File: src/rtl/uart16_tx_pkg.sv
package uart16_tx_pkg;

    localparam int unsigned DEF_DATA_W     = 8;
    localparam int unsigned DEF_OVERSAMPLE = 16;

    typedef enum logic [1:0] {
        TX_IDLE  = 2'd0,
        TX_WAIT  = 2'd1,
        TX_START = 2'd2,
        TX_DATA  = 2'd3
    } tx_state_e;

    typedef struct packed {
        logic load;
        logic shift;
    } sh_cmd_t;

    function automatic logic line_level(input tx_state_e st, input logic lsb);
        case (st)
            TX_START: line_level = 1'b0;
            TX_DATA:  line_level = lsb;
            default:  line_level = 1'b1;
        endcase
    endfunction

endpackage

File: src/rtl/baud_div16.sv
module baud_div16 #(
    parameter int unsigned OVERSAMPLE = 16
) (
    input  logic clk,
    input  logic rst,
    input  logic tick,
    output logic roll
);
    localparam int unsigned CNT_W = (OVERSAMPLE > 1) ? $clog2(OVERSAMPLE) : 1;
    localparam logic [CNT_W-1:0] CNT_TOP = CNT_W'(OVERSAMPLE - 1);

    logic [CNT_W-1:0] cnt_q;

    assign roll = tick && (cnt_q == CNT_TOP);

    always_ff @(posedge clk) begin
        if (rst) begin
            cnt_q <= '0;
        end else if (tick) begin
            cnt_q <= (cnt_q == CNT_TOP) ? '0 : cnt_q + 1'b1;
        end
    end
endmodule

File: src/rtl/tx_shifter.sv
module tx_shifter
    import uart16_tx_pkg::*;
#(
    parameter int unsigned DATA_W = 8
) (
    input  logic              clk,
    input  logic              rst,
    input  sh_cmd_t           cmd,
    input  logic [DATA_W-1:0] din,
    output logic              lsb,
    output logic              last
);
    localparam int unsigned SR_W = DATA_W + 1;

    logic [SR_W-1:0] sr_q;

    assign lsb  = sr_q[0];
    assign last = sr_q[1] && (sr_q[SR_W-1:2] == '0);

    always_ff @(posedge clk) begin
        if (rst) begin
            sr_q <= '0;
        end else if (cmd.load) begin
            sr_q <= {1'b1, din};
        end else if (cmd.shift) begin
            sr_q <= {1'b0, sr_q[SR_W-1:1]};
        end
    end
endmodule

File: src/rtl/tx_ctrl.sv
module tx_ctrl
    import uart16_tx_pkg::*;
(
    input  logic      clk,
    input  logic      rst,
    input  logic      wr_en,
    input  logic      roll,
    input  logic      last,
    input  logic      ti_clr,
    output sh_cmd_t   cmd,
    output tx_state_e state,
    output logic      ti
);
    tx_state_e st_q, st_d;
    logic      ti_q, ti_set;

    always_comb begin
        st_d      = st_q;
        cmd.load  = 1'b0;
        cmd.shift = 1'b0;
        ti_set    = 1'b0;
        case (st_q)
            TX_IDLE: if (wr_en) begin
                cmd.load = 1'b1;
                st_d     = TX_WAIT;
            end
            TX_WAIT:  if (roll) st_d = TX_START;
            TX_START: if (roll) st_d = TX_DATA;
            TX_DATA: if (roll) begin
                cmd.shift = 1'b1;
                if (last) begin
                    st_d   = TX_IDLE;
                    ti_set = 1'b1;
                end
            end
            default: st_d = TX_IDLE;
        endcase
    end

    always_ff @(posedge clk) begin
        if (rst) begin
            st_q <= TX_IDLE;
            ti_q <= 1'b0;
        end else begin
            st_q <= st_d;
            if (ti_set)      ti_q <= 1'b1;
            else if (ti_clr) ti_q <= 1'b0;
        end
    end

    assign state = st_q;
    assign ti    = ti_q;
endmodule

File: src/rtl/uart16_tx.sv
module uart16_tx
    import uart16_tx_pkg::*;
#(
    parameter int unsigned DATA_W     = DEF_DATA_W,
    parameter int unsigned OVERSAMPLE = DEF_OVERSAMPLE
) (
    input  logic              clk,
    input  logic              rst,
    input  logic              tick,
    input  logic              wr_en,
    input  logic [DATA_W-1:0] wr_data,
    input  logic              ti_clr,
    output logic              txd,
    output logic              busy,
    output logic              ti
);
    logic      roll;
    logic      sh_lsb, sh_last;
    sh_cmd_t   sh_cmd;
    tx_state_e state;

    baud_div16 #(.OVERSAMPLE(OVERSAMPLE)) div_i (
        .clk (clk),
        .rst (rst),
        .tick(tick),
        .roll(roll)
    );

    tx_shifter #(.DATA_W(DATA_W)) sh_i (
        .clk (clk),
        .rst (rst),
        .cmd (sh_cmd),
        .din (wr_data),
        .lsb (sh_lsb),
        .last(sh_last)
    );

    tx_ctrl ctrl_i (
        .clk   (clk),
        .rst   (rst),
        .wr_en (wr_en),
        .roll  (roll),
        .last  (sh_last),
        .ti_clr(ti_clr),
        .cmd   (sh_cmd),
        .state (state),
        .ti    (ti)
    );

    assign txd  = line_level(state, sh_lsb);
    assign busy = (state != TX_IDLE);
endmodule

File: config.mk
export PLATFORM = sky130hd
export DESIGN_NAME = uart16_tx
export DESIGN_NICKNAME = d
export VERILOG_FILES = /design/src/rtl/uart16_tx_pkg.sv /design/src/rtl/baud_div16.sv /design/src/rtl/tx_shifter.sv /design/src/rtl/tx_ctrl.sv /design/src/rtl/uart16_tx.sv
export SDC_FILE = /design/constraint.sdc
export NUM_CORES = 1
export LEC_CHECK = 0
export BUFFER_PORTS_ARGS = -buffer_cell sky130_fd_sc_hd__buf_2
export CAP_MARGIN = 20
export CORE_MARGIN = 3
export CORE_UTILIZATION = 50
export DETAILED_ROUTE_END_ITERATION = 10
export PLACE_DENSITY = 0.73
export SLEW_MARGIN = 20
export SYNTH_ARGS = -nofsm -noshare
export SYNTH_HDL_FRONTEND = slang
export SYNTH_HIERARCHICAL = 1
export SYNTH_SLANG_ARGS = --single-unit
File: constraint.sdc
create_clock -name clk -period 3.35 [get_ports clk]
set_input_delay 0.335 -clock clk [delete_from_list [all_inputs] [get_ports clk]]
set_output_delay 0.335 -clock clk [all_outputs]
set_load 0.02 [all_outputs]
==> results of run 1 <==
[where the power goes]
group / leakage [nW] / switching [W] / internal [W]
clock network: 0.0210 / 0.0000622 / 0.0000662
logic: 0.227 / 0.000119 / 0.000113
registers: 0.132 / 0.0000403 / 0.000233
total: 0.380 / 0.000221 / 0.000412
[worst max-delay path by stage]
stage | endpoint | slack [ns]
3_3_place_gp | sh_i/sr_q[6]$_SDFFE_PP0P_ | 1.62
4_1_cts | sh_i/sr_q[5]$_SDFFE_PP0P_ | 1.52
5_1_grt | sh_i/sr_q[5]$_SDFFE_PP0P_ | 1.34
6_report | sh_i/sr_q[0]$_SDFFE_PP0P_ | 1.51
3_5_place_dp | sh_i/sr_q[5]$_SDFFE_PP0P_ | 1.56
2_1_floorplan | ctrl_i/state[0]$_SDFFE_PP0P_ | 1.84
[worst max-delay path: cells and delay by family, from the launching register on]
| kind | cells | cell delay (ns) |
|---|---|---|
| AND/OR/NAND/NOR | 2 | 0.71 |
| flip-flops | 1 | 0.40 |
| AO/OA/AOI/OAI | 1 | 0.27 |
| adder cells (fa/ha/maj) | 1 | 0.23 |
| multiplexers | 1 | 0.14 |
[routing by layer]
| metal | track usage, % | vias up | wire, um |
|---|---|---|---|
| li1 | - | 345 | - |
| met1 | 18.2 | 312 | 715 |
| met2 | 30.6 | 12 | 832 |
| met3 | 8.43 | 2 | 88 |
| met4 | 4.42 | 0 | 9 |
| met5 | 0 | - | 0 |
[sequential cells by signal, summed over array words and instances, names as in the netlist]
| signal | count |
|---|---|
| ctrl_i/state | 2 |
| sh_i/sr_q | 9 |
| div_i/cnt_q | 4 |
| ctrl_i/ti | 1 |
[area by class of cell]
cell class | count | area (sq um)
inverters | 4 | 15.0
repair buffers | 15 | 75.1
flip-flops and latches | 16 | 320
multi-input cells | 65 | 489
well taps | 16 | 20.0
fillers | 154 | 586
clock buffers | 4 | 36.3
[cells in the final DEF, fill, tap and decap left out, types with 3 or more instances in the layout]
cell                       count
sky130_fd_sc_hd__dfxtp_1      16
sky130_fd_sc_hd__buf_2        15
sky130_fd_sc_hd__mux2i_1      10
sky130_fd_sc_hd__nor2b_1       9
sky130_fd_sc_hd__a211oi_1      8
sky130_fd_sc_hd__ha_1          5
sky130_fd_sc_hd__nand2_1       4
sky130_fd_sc_hd__a21oi_1       4
sky130_fd_sc_hd__nor2_1        4
sky130_fd_sc_hd__clkbuf_4      3
sky130_fd_sc_hd__inv_1         3
sky130_fd_sc_hd__nand2b_1      3
[kinds of logic after synthesis]
kind of cell             Yosys count
multiplexers                      10
AO/OA/AOI/OAI                     18
buffers and inverters              6
flip-flops                        16
AND/OR/NAND/NOR                   31
XOR/XNOR                           1
adder cells (fa/ha/maj)            5
[per-stage QoR]
| stage | hold WS, ns | worst slack [ns] | power, W | std cells |
|---|---|---|---|---|
| 4_1_cts | 0.292 | 1.52 | 0.000643 | 120 |
| 3_5_place_dp | 0.467 | 1.56 | 0.000509 | 116 |
| 3_3_place_gp | 0.456 | 1.62 | 0.000497 | 116 |
| 2_1_floorplan | 0.404 | 1.84 | 0.000445 | 87 |
| 6_report | 0.304 | 1.51 | 0.000633 | 120 |
| 5_1_grt | 0.311 | 1.34 | 0.000681 | 120 |
[cell usage after synthesis (2+ instances only)]
cell type | instances | area [sq um]
sky130_fd_sc_hd__dfxtp_1 | 16 | 320
sky130_fd_sc_hd__mux2i_1 | 10 | 100
sky130_fd_sc_hd__nor2b_1 | 9 | 56.3
sky130_fd_sc_hd__a211oi_1 | 8 | 60.1
sky130_fd_sc_hd__ha_1 | 5 | 62.6
sky130_fd_sc_hd__a21oi_1 | 4 | 20.0
sky130_fd_sc_hd__nand2_1 | 4 | 15.0
sky130_fd_sc_hd__nor2_1 | 4 | 15.0
sky130_fd_sc_hd__inv_1 | 3 | 11.3
sky130_fd_sc_hd__nand2b_1 | 3 | 18.8
sky130_fd_sc_hd__and2_1 | 2 | 12.5
sky130_fd_sc_hd__nand3_1 | 2 | 10.0
==> impl_results.md, run 1 <==
- Initial core utilization: a little over half
- Number of antenna violations at the first check in global routing: 0
- Maximum fanout along the worst path: 10
- Synthesized instance count: just under 90
- Destination of the worst register-to-register timing path: sh_i/sr_q[0]$_SDFFE_PP0P_
- Total die area: roughly 0.0022 sq mm
- Start point of the critical path: div_i/cnt_q[0]$_SDFFE_PP0P_
- Post-route clock period utilization: approximately 55%
- Largest net degree at the start of global routing: 16
- Post-synthesis area per instance: roughly 9.7 sq um
- Detailed-routing iteration count for the pre-antenna-repair pass: 3
- Number of distinct library cells after synthesis: 29
- Register area share after synthesis: between 30% and 40%
- Crit Path Class: reg -> reg
- Vias in the first global route: 641
- Wire length of the first global-routing pass: 2.63 mm
- Synthesized Nets: 105
- Maximum single-stage delay on the critical path: approximately 0.45 ns
- Diode count: 0
- Chip width: 47.0 um
- Syn-to-layout area delta: 13.9%
- Leakage dissipation: 0.380 nW
- Actual transition at the worst max-transition pin: around 0.51 ns
- Final net count: roughly 120
- CTS Buffer Depth: 2
- Worst Setup Start Kind: flip-flop
- Total CTS buffers: 3
- End-of-flow core utilization: 62.0%
- F_max: about 540 MHz
- RSZ-0062 raised after global routing: false
- CTS hold repair buffers: 0
- WHS Path Cells: 3
- Multiplexer share of the synthesized area: between 10% and 20%
- Routed vias: about 670
- I/O Pins: 16
- Most used flip-flop cell after synthesis: sky130_fd_sc_hd__dfxtp_1
- Weighted congestion reported at the end of routability-driven placement: roughly 0.74
- Peak VDD IR: between 0.3 and 0.4 mV
- # resized after CTS: 0
- Number of rows created at floorplan: 14
- Detail Route Antenna Nets: 0
- Fin. Hold Viols: 0
- Clock edge transition at the registers on the reported setup and hold paths: roughly 0.09 ns
- Worst reg2reg path startpoint: div_i/cnt_q[0]$_SDFFE_PP0P_
- Sink Count: 16
- Overall routed net length: approximately 1.6 mm
- Final clock skew: 0.000778 ns
- Required time at the worst-slack endpoint: around 3.6 ns
- Worst path cell trace: ha_1 -> and4_2 -> and2_1 -> mux2i_1 -> a211oi_1
- Register-to-register path setup slack: between 1.5 and 2 ns
- Arrival @ worst endpoint: around 2.0 ns
- Number of buffers inserted by port buffering: 15
- Share of layout cells above drive strength 1: between 20% and 30%
- Fin. max-slew vios: 0
- Worst Hold Launch: ti_clr
- Reg2Reg Depth: 5
- Routed via count divided by cell count: 5.59
- Core area: approximately 0.0015 sq mm
- End point of the worst hold path: ctrl_i/ti$_SDFFE_PP0P_
- Final period demand of the worst path: approximately 1.8 ns
- Insertion delay to the later sink of the worst-skew pair: approximately 0.28 ns
- Sum of negative setup slack: 0 ns
- Synthesized-area fraction occupied by xor and xnor cells: 1.04%
- Initial DRC Count: 2
- Fraction of the mapped netlist area in compound gates: 16.1%
- Library cell contributing the largest single delay on the critical path: sky130_fd_sc_hd__and2_1
- Worst min-delay path class: in -> reg
- Finished Cell Area: roughly 960 sq um
- Synthesis-stage register bit count: 16
- HPWL reported at the end of detailed placement: around 1.2 mm
- Max-capacitance violation count: 0
- Post-CTS Setup Inserts: 0
- Ys async rst share: 0%
- Setup Viol. Count Final: 0
- DRC violation count after routing: 0
- Worst Setup End Kind: flip-flop
- Average routed wire per standard cell: 13.7 um
- Tot GR Track Use: ~17%
- CTS tree: done
- Yosys Warn Count: 6
- Main combinational cell family by area after synthesis: simple AND/OR/NAND/NOR gates
- Cell area after synthesis: 840 sq um
- Result of the run: completed
- Area share of and/or/nand/nor cells after synthesis: 21.8%
- Gr ovfl total: 0
- Slew margin rel.: approximately 66%
- Total power divided by cell area: 662 mW/mm^2
- Number of H-tree branching levels: 1
- Cell chosen for the clock root: sky130_fd_sc_hd__clkbuf_4
- Chip Height: 47.0 um
- Fraction of the mapped netlist area in adder cells: about 7.5%
- Cell area reported after detailed placement: 920 sq um
- Post-synth EDFFs: 0
Note: power is estimated with default switching activity, not from simulation.
==> inputs of run 2 (changes only) <==
--- a/config.mk
+++ b/config.mk
@@ -8,9 +8,9 @@
 export BUFFER_PORTS_ARGS = -buffer_cell sky130_fd_sc_hd__buf_2
 export CAP_MARGIN = 20
 export CORE_MARGIN = 3
-export CORE_UTILIZATION = 50
+export CORE_UTILIZATION = 47
 export DETAILED_ROUTE_END_ITERATION = 10
-export PLACE_DENSITY = 0.73
+export PLACE_DENSITY = 0.72
 export SLEW_MARGIN = 20
 export SYNTH_ARGS = -nofsm -noshare
 export SYNTH_HDL_FRONTEND = slang
==> constraint.sdc (replaced) <==
create_clock -name clk -period 1.5 [get_ports clk]
set_input_delay 0.15 -clock clk [delete_from_list [all_inputs] [get_ports clk]]
set_output_delay 0.15 -clock clk [all_outputs]
set_load 0.02 [all_outputs]
==> run 2 against run 1 <==
Effect of this change: first-iteration DRC count rose to 7.0 times the previous value; sequential cell count did not move; hold slack got worse by 0.18 ns; global-route usage rose by 0.35 points; register-to-register slack got worse by 1.5 ns; largest cell class unchanged; highest routed layer unchanged.
==> impl_results.md, run 2 (synthesis results as in run 1) <==
- Final period demand of the worst path: between 1 and 1.5 ns
- Result of the run: completed
- Start point of the critical path: div_i/cnt_q[1]$_SDFFE_PP0P_
- Cell area reported after detailed placement: just under 0.001 sq mm
- Fin. max-slew vios: 0
- Insertion delay to the later sink of the worst-skew pair: 0.28 ns
- Max-capacitance violation count: 0
- Diode count: 0
- Initial DRC Count: 14
- Post-Place Setup Slack: -0.160 ns
- Gr ovfl total: 0
- Core area: 0.00159 sq mm
- Worst reg2reg path startpoint: div_i/cnt_q[1]$_SDFFE_PP0P_
- I/O Pins: 16
- Leakage dissipation: about 0.42 nW
- Syn-to-layout area delta: 23.5%
- Fill cells: 149
- Crit Path Class: reg -> reg
- Share of layout cells above drive strength 1: 36.9%
- Fin. Hold Viols: 0
- Routed via count divided by cell count: between 5 and 6
- Crit path setup slack, layout: 0.0146 ns
- Detail Route Antenna Nets: 0
- Worst Setup End Kind: flip-flop
- Post-route clock period utilization: 99.0%
- Worst min-delay path class: in -> reg
- Initial core utilization: 52.7%
- Biggest register: sh_i/sr_q
- DRC violation count after routing: 0
- Number of buffers inserted by port buffering: 15
- F_max: 673 MHz
- Slew margin rel.: between 80% and 90%
- Worst Setup Start Kind: flip-flop
- Most common cell after layout, fill and taps aside: sky130_fd_sc_hd__buf_2
- Worst Hold Launch: ti_clr
- Actual transition at the worst max-transition pin: ~0.28 ns
- Register-to-register path setup slack: ~0.015 ns
- RSZ-0062 raised after global routing: true
- Number of antenna violations at the first check in global routing: 0
- Peak VDD IR: roughly 0.93 mV
- Destination of the worst register-to-register timing path: ctrl_i/state[0]$_SDFFE_PP0P_
- Required time at the worst-slack endpoint: around 1.7 ns
- Sink Count: 16
- CTS Buffer Depth: 2
- Chip Height: about 48 um
- Vias in the first global route: around 670
- Detailed-routing iteration count for the pre-antenna-repair pass: 4
- Overall routed net length: about 1.6 mm
- Number of H-tree branching levels: 1
- Largest register FFs: 9
- Finished Cell Area: between 0.001 and 0.0015 sq mm
- CTS tree: done
- Largest net degree at the start of global routing: 16
- Routed vias: 680
- Wire length of the first global-routing pass: ~2.8 mm
- Library cell contributing the largest single delay on the critical path: sky130_fd_sc_hd__o41a_1
- Setup Viol. Count Final: 0
- Maximum single-stage delay on the critical path: 0.36 ns
- Final clock skew: 0.00249 ns
- Reg2Reg Depth: 5
- WHS: 0.126 ns
- Total power divided by cell area: about 1300 mW/mm^2
- Cell chosen for the clock root: sky130_fd_sc_hd__clkbuf_4
- Worst path cell trace: ha_2 -> and4_4 -> o21ba_1 -> o41a_1 -> o21a_1
- Total power draw: roughly 0.0014 W
- Clock edge transition at the registers on the reported setup and hold paths: 0.09 ns
- Chip width: approximately 48 um
- Commonest cells after routing, fill and taps aside: 15 x sky130_fd_sc_hd__buf_2, 10 x sky130_fd_sc_hd__mux2i_1, 10 x sky130_fd_sc_hd__dfxtp_1
- End-of-flow core utilization: about two thirds
- Total die area: 0.00233 sq mm
- HPWL reported at the end of detailed placement: between 1 and 1.5 mm
- Arrival @ worst endpoint: ~1.7 ns
- Number of rows created at floorplan: 14
- Final net count: 131
- Maximum fanout along the worst path: 3
- Average routed wire per standard cell: ~12 um
- Tot GR Track Use: between 15 and 20%
- Weighted congestion reported at the end of routability-driven placement: 0.695
- End point of the critical path: ctrl_i/state[0]$_SDFFE_PP0P_
- Total CTS buffers: 3
[run 2: changes by cell type in the layout (fill, tap and decap cells not counted), sizes merged]
cell,delta
buf,+8
clkbuf,-1
[run 2: routing by layer]
metal | share of wire, % | global-route usage (%) | vias to the layer above
li1 | - | - | 360
met1 | 52 | 23.3 | 303
met2 | 42 | 25.8 | 13
met5 | 0 | 0 | -
met3 | 3.4 | 3.69 | 4
met4 | 2.2 | 11.3 | 0
[run 2: through the flow]
step           std cells  setup TNS [ns]
2_1_floorplan         87               0
3_3_place_gp         130          -0.801
3_5_place_dp         130           -1.23
4_1_cts              133               0
5_1_grt              135          -0.143
6_report             135               0
[run 2: where the power goes]
part,switching [W],total (W),leakage [nW],internal (W)
Clock,0.000128,0.000221,0.0138,0.0000931
Sequential,0.0000919,0.000622,0.134,0.000530
Combinational,0.000272,0.000551,0.273,0.000279
[run 2: how the worst min path moves through the flow]
stage,end,cells after the start
finish,ctrl_i/ti$_SDFFE_PP0P_,3
global placement,ctrl_i/ti$_SDFFE_PP0P_,3
floorplan,div_i/cnt_q[0]$_SDFFE_PP0P_,1
CTS,ctrl_i/ti$_SDFFE_PP0P_,3
detailed placement,ctrl_i/ti$_SDFFE_PP0P_,3
global route,ctrl_i/ti$_SDFFE_PP0P_,3
[run 2: area by class of cell]
cell class | count | area (sq um) | share of cell area (%)
Multi-Input combinational cell | 65 | 507 | 48.9
Sequential cell | 16 | 328 | 31.6
Timing Repair Buffer | 23 | 135 | 13.0
Tap cell | 24 | 30.0 | 2.90
Clock buffer | 3 | 22.5 | 2.17
Inverter | 4 | 15.0 | 1.45
[run 2: worst max-delay path: cells and delay by family, from the launching register on]
kind / cells / cell delay, ns
adders and majority gates: 1 / 0.17
AOI/OAI and AO/OA: 3 / 0.63
and+or+nand+nor: 1 / 0.24
DFF: 1 / 0.34
[run 2: what timing repair did]
item / 4_1_cts / 5_1_grt
pin swaps: 0 / 2
hold buffers: 0 / 0
endpoints found under the setup margin: 12 / 10
buffers inserted: 0 / 2
gates resized for setup: 6 / 6
==> inputs of run 3 (changes only) <==
--- a/config.mk
+++ b/config.mk
@@ -11,6 +11,7 @@
 export CORE_UTILIZATION = 47
 export DETAILED_ROUTE_END_ITERATION = 10
 export PLACE_DENSITY = 0.72
+export SETUP_SLACK_MARGIN = 0.4
 export SLEW_MARGIN = 20
 export SYNTH_ARGS = -nofsm -noshare
 export SYNTH_HDL_FRONTEND = slang
==> run 3 against run 2 <==
Effect of this change: sequential share of layout area down 3.6 points; largest power group is now combinational cells; highest routed layer unchanged; design area up 16%; maximum frequency up 1.3%; via count up 9.6%; non-clock buffer count up 6; die area unchanged; register-to-register slack better by 0.02 ns; setup slack better by 0.018 ns; core utilization up 11 points; combinational power up 36%; sequential power up 2%; hold slack better by 0.0027 ns.
==> impl_results.md, run 3 (synthesis results as in run 1) <==
- Worst path cell trace: nor4_2 -> and4b_1 -> a21boi_2 -> o41a_1 -> o21a_1
- Reg area: 338 sq um
- Result of the run: completed
- Start point of the critical path: sh_i/sr_q[8]$_SDFFE_PP0P_
- P_int: roughly 0.0011 W
- Initial DRC Count: 5
- Sequential share of power: a little under two fifths
- Final net count: 137
- Worst Setup Start Kind: flip-flop
- Share of layout cells above drive strength 1: between 40% and 50%
- WHS: 0.129 ns
- Reg2Reg Depth: 5
- Gr ovfl total: 0
- Kind of cell adding the most delay to the critical path: simple AND/OR/NAND/NOR gates
- Worst Setup End Kind: flip-flop
- Post-Place Setup Slack: -0.0138 ns
- RSZ-0062 raised after global routing: true
- Clock share of power: between 10% and 20%
- Initial core utilization: between 50% and 60%
- HPWL reported at the end of detailed placement: roughly 1.1 mm
- Destination of the worst register-to-register timing path: ctrl_i/state[0]$_SDFFE_PP0P_
- Routed vias: 745
- Final clock skew: approximately 0.0016 ns
- Post-route clock period utilization: a little over nine tenths
- Switching power total: 0.000552 W
- End-of-flow core utilization: between 70% and 80%
- Clock edge transition at the registers on the reported setup and hold paths: approximately 0.09 ns
- Biggest register: sh_i/sr_q
- Commonest cells after routing, fill and taps aside: 13 x sky130_fd_sc_hd__buf_2, 10 x sky130_fd_sc_hd__mux2i_1, 10 x sky130_fd_sc_hd__dfxtp_1
- Number of rows created at floorplan: 14
- Overall routed net length: 1.86 mm
- Maximum fanout along the worst path: 2
- Crit path setup slack, layout: 0.0330 ns
- Fin. max-slew vios: 0
- Largest register FFs: 9
- Sink Count: 16
- Number of buffers inserted by port buffering: 15
- Arrival @ worst endpoint: around 1.7 ns
- Number of buffer and inverter stages on the critical path: 0
- Leakage dissipation: about 0.49 nW
- Actual transition at the worst max-transition pin: ~0.3 ns
- Total power divided by cell area: roughly 1400 mW/mm^2
- Chip Height: between 40 and 50 um
- Worst min-delay path class: in -> reg
- Routed via count divided by cell count: about 5.2
- End point of the critical path: ctrl_i/state[0]$_SDFFE_PP0P_
- Diode count: 0
- Register-to-register path setup slack: between 0.03 and 0.04 ns
- Chip width: 48.3 um
- Total CTS buffers: 3
- Max-capacitance violation count: 0
- Average routed wire per standard cell: 13.1 um
- Net switching share of the total power: around 33%
- Total stage count of the critical path: 5
- Worst reg2reg path startpoint: sh_i/sr_q[8]$_SDFFE_PP0P_
- Most common cell after layout, fill and taps aside: sky130_fd_sc_hd__buf_2
- Fill cells: 118
- Core area: 0.00159 sq mm
- Tot GR Track Use: 17.3%
- Wire length of the first global-routing pass: about 2.8 mm
- Crit Path Class: reg -> reg
- Fin. Hold Viols: 0
- Vias in the first global route: 660
- Detail Route Antenna Nets: 0
- Combinational fraction of design power: between 40 and 50%
- Total die area: about 0.0023 sq mm
- CTS hold repair buffers: 0
- DRC violation count after routing: 0
- Weighted congestion reported at the end of routability-driven placement: a little under 0.7
- Insertion delay to the later sink of the worst-skew pair: approximately 0.28 ns
- Detailed-routing iteration count for the pre-antenna-repair pass: 4
- Maximum single-stage delay on the critical path: around 0.34 ns
- Syn-to-layout area delta: 43.8%
- CTS tree: done
- Number of antenna violations at the first check in global routing: 0
- Slew margin rel.: roughly four fifths
- Peak VDD IR: slightly below 0.9 mV
- Setup Viol. Count Final: 0
- Cell chosen for the clock root: sky130_fd_sc_hd__clkbuf_4
- Largest net degree at the start of global routing: 16
- CTS Buffer Depth: 2
- Final period demand of the worst path: 1.47 ns
- Area used by multi-input combinational logic: 554 sq um
- Library cell contributing the largest single delay on the critical path: sky130_fd_sc_hd__dfxtp_2
- Required time at the worst-slack endpoint: between 1.5 and 2 ns
- Number of H-tree branching levels: 1
- F_max: between 600 and 700 MHz
- I/O Pins: 16
run 3: cell count changes in the layout (fill, tap and decap cells not counted), sizes merged:
cell    previous run  this run
clkbuf             3         5
buf               23        28
run 3: worst min path at each step:
stage | start | end | slack, ns | cells past startpoint
finish | ti_clr | ctrl_i/ti$_SDFFE_PP0P_ | 0.13 | 3
global route | ti_clr | ctrl_i/ti$_SDFFE_PP0P_ | 0.12 | 3
CTS | ti_clr | ctrl_i/ti$_SDFFE_PP0P_ | 0.11 | 3
detailed placement | ti_clr | ctrl_i/ti$_SDFFE_PP0P_ | 0.42 | 3
global placement | ti_clr | ctrl_i/ti$_SDFFE_PP0P_ | 0.42 | 3
floorplan | rst | div_i/cnt_q[0]$_SDFFE_PP0P_ | 0.21 | 1
run 3: metrics by stage:
step                      power, W  TNS, ns  area [sq um]  instances
after CTS                  0.00160        0          1130        138
after global placement     0.00116        0           988        127
final                      0.00167        0          1210        142
after floorplan            0.00102        0           863         87
after detailed placement   0.00118  -0.0138           988        127
after global routing       0.00178  -0.0266          1210        142
run 3: final cells by class:
| cell class | instances | area share (%) |
|---|---|---|
| Tap cell | 24 | 2.49 |
| Inverter | 4 | 1.24 |
| Sequential cell | 16 | 28.0 |
| Timing Repair Buffer | 29 | 19.4 |
| Clock buffer | 4 | 3.01 |
| Multi-Input combinational cell | 65 | 45.9 |
run 3: repair_timing:
action	in CTS	in global routing
buffers inserted	7	3
gates resized for setup	17	9
pin swaps	9	10
cloned	0	1
setup endpoints to repair	14	14
run 3: worst reg2reg max path: stages (launching register included):
cell and delay, ns:
sky130_fd_sc_hd__dfxtp_2 0.34, sky130_fd_sc_hd__nor4_2 0.26, sky130_fd_sc_hd__and4b_1 0.28, sky130_fd_sc_hd__a21boi_2 0.09, sky130_fd_sc_hd__o41a_1 0.31, sky130_fd_sc_hd__o21a_1 0.10
run 3: layer usage:
layer	track usage, %	up-vias	wire (um)	share of wire, %
met1	20.3	352	884	48
li1	-	373	-	-
met4	10.8	0	31	1.7
met2	27.6	16	887	48
met3	4.80	4	55	3.0
met5	0	-	0	0
run 3: power groups by stage:
stage | Clock, W | Sequential (W) | Combinational (W)
after floorplan | 0 | 0.000597 | 0.000426
after global placement | 0 | 0.000618 | 0.000538
after detailed placement | 0 | 0.000622 | 0.000554
after CTS | 0.000294 | 0.000629 | 0.000680
after global routing | 0.000321 | 0.000646 | 0.000811
final | 0.000282 | 0.000633 | 0.000752
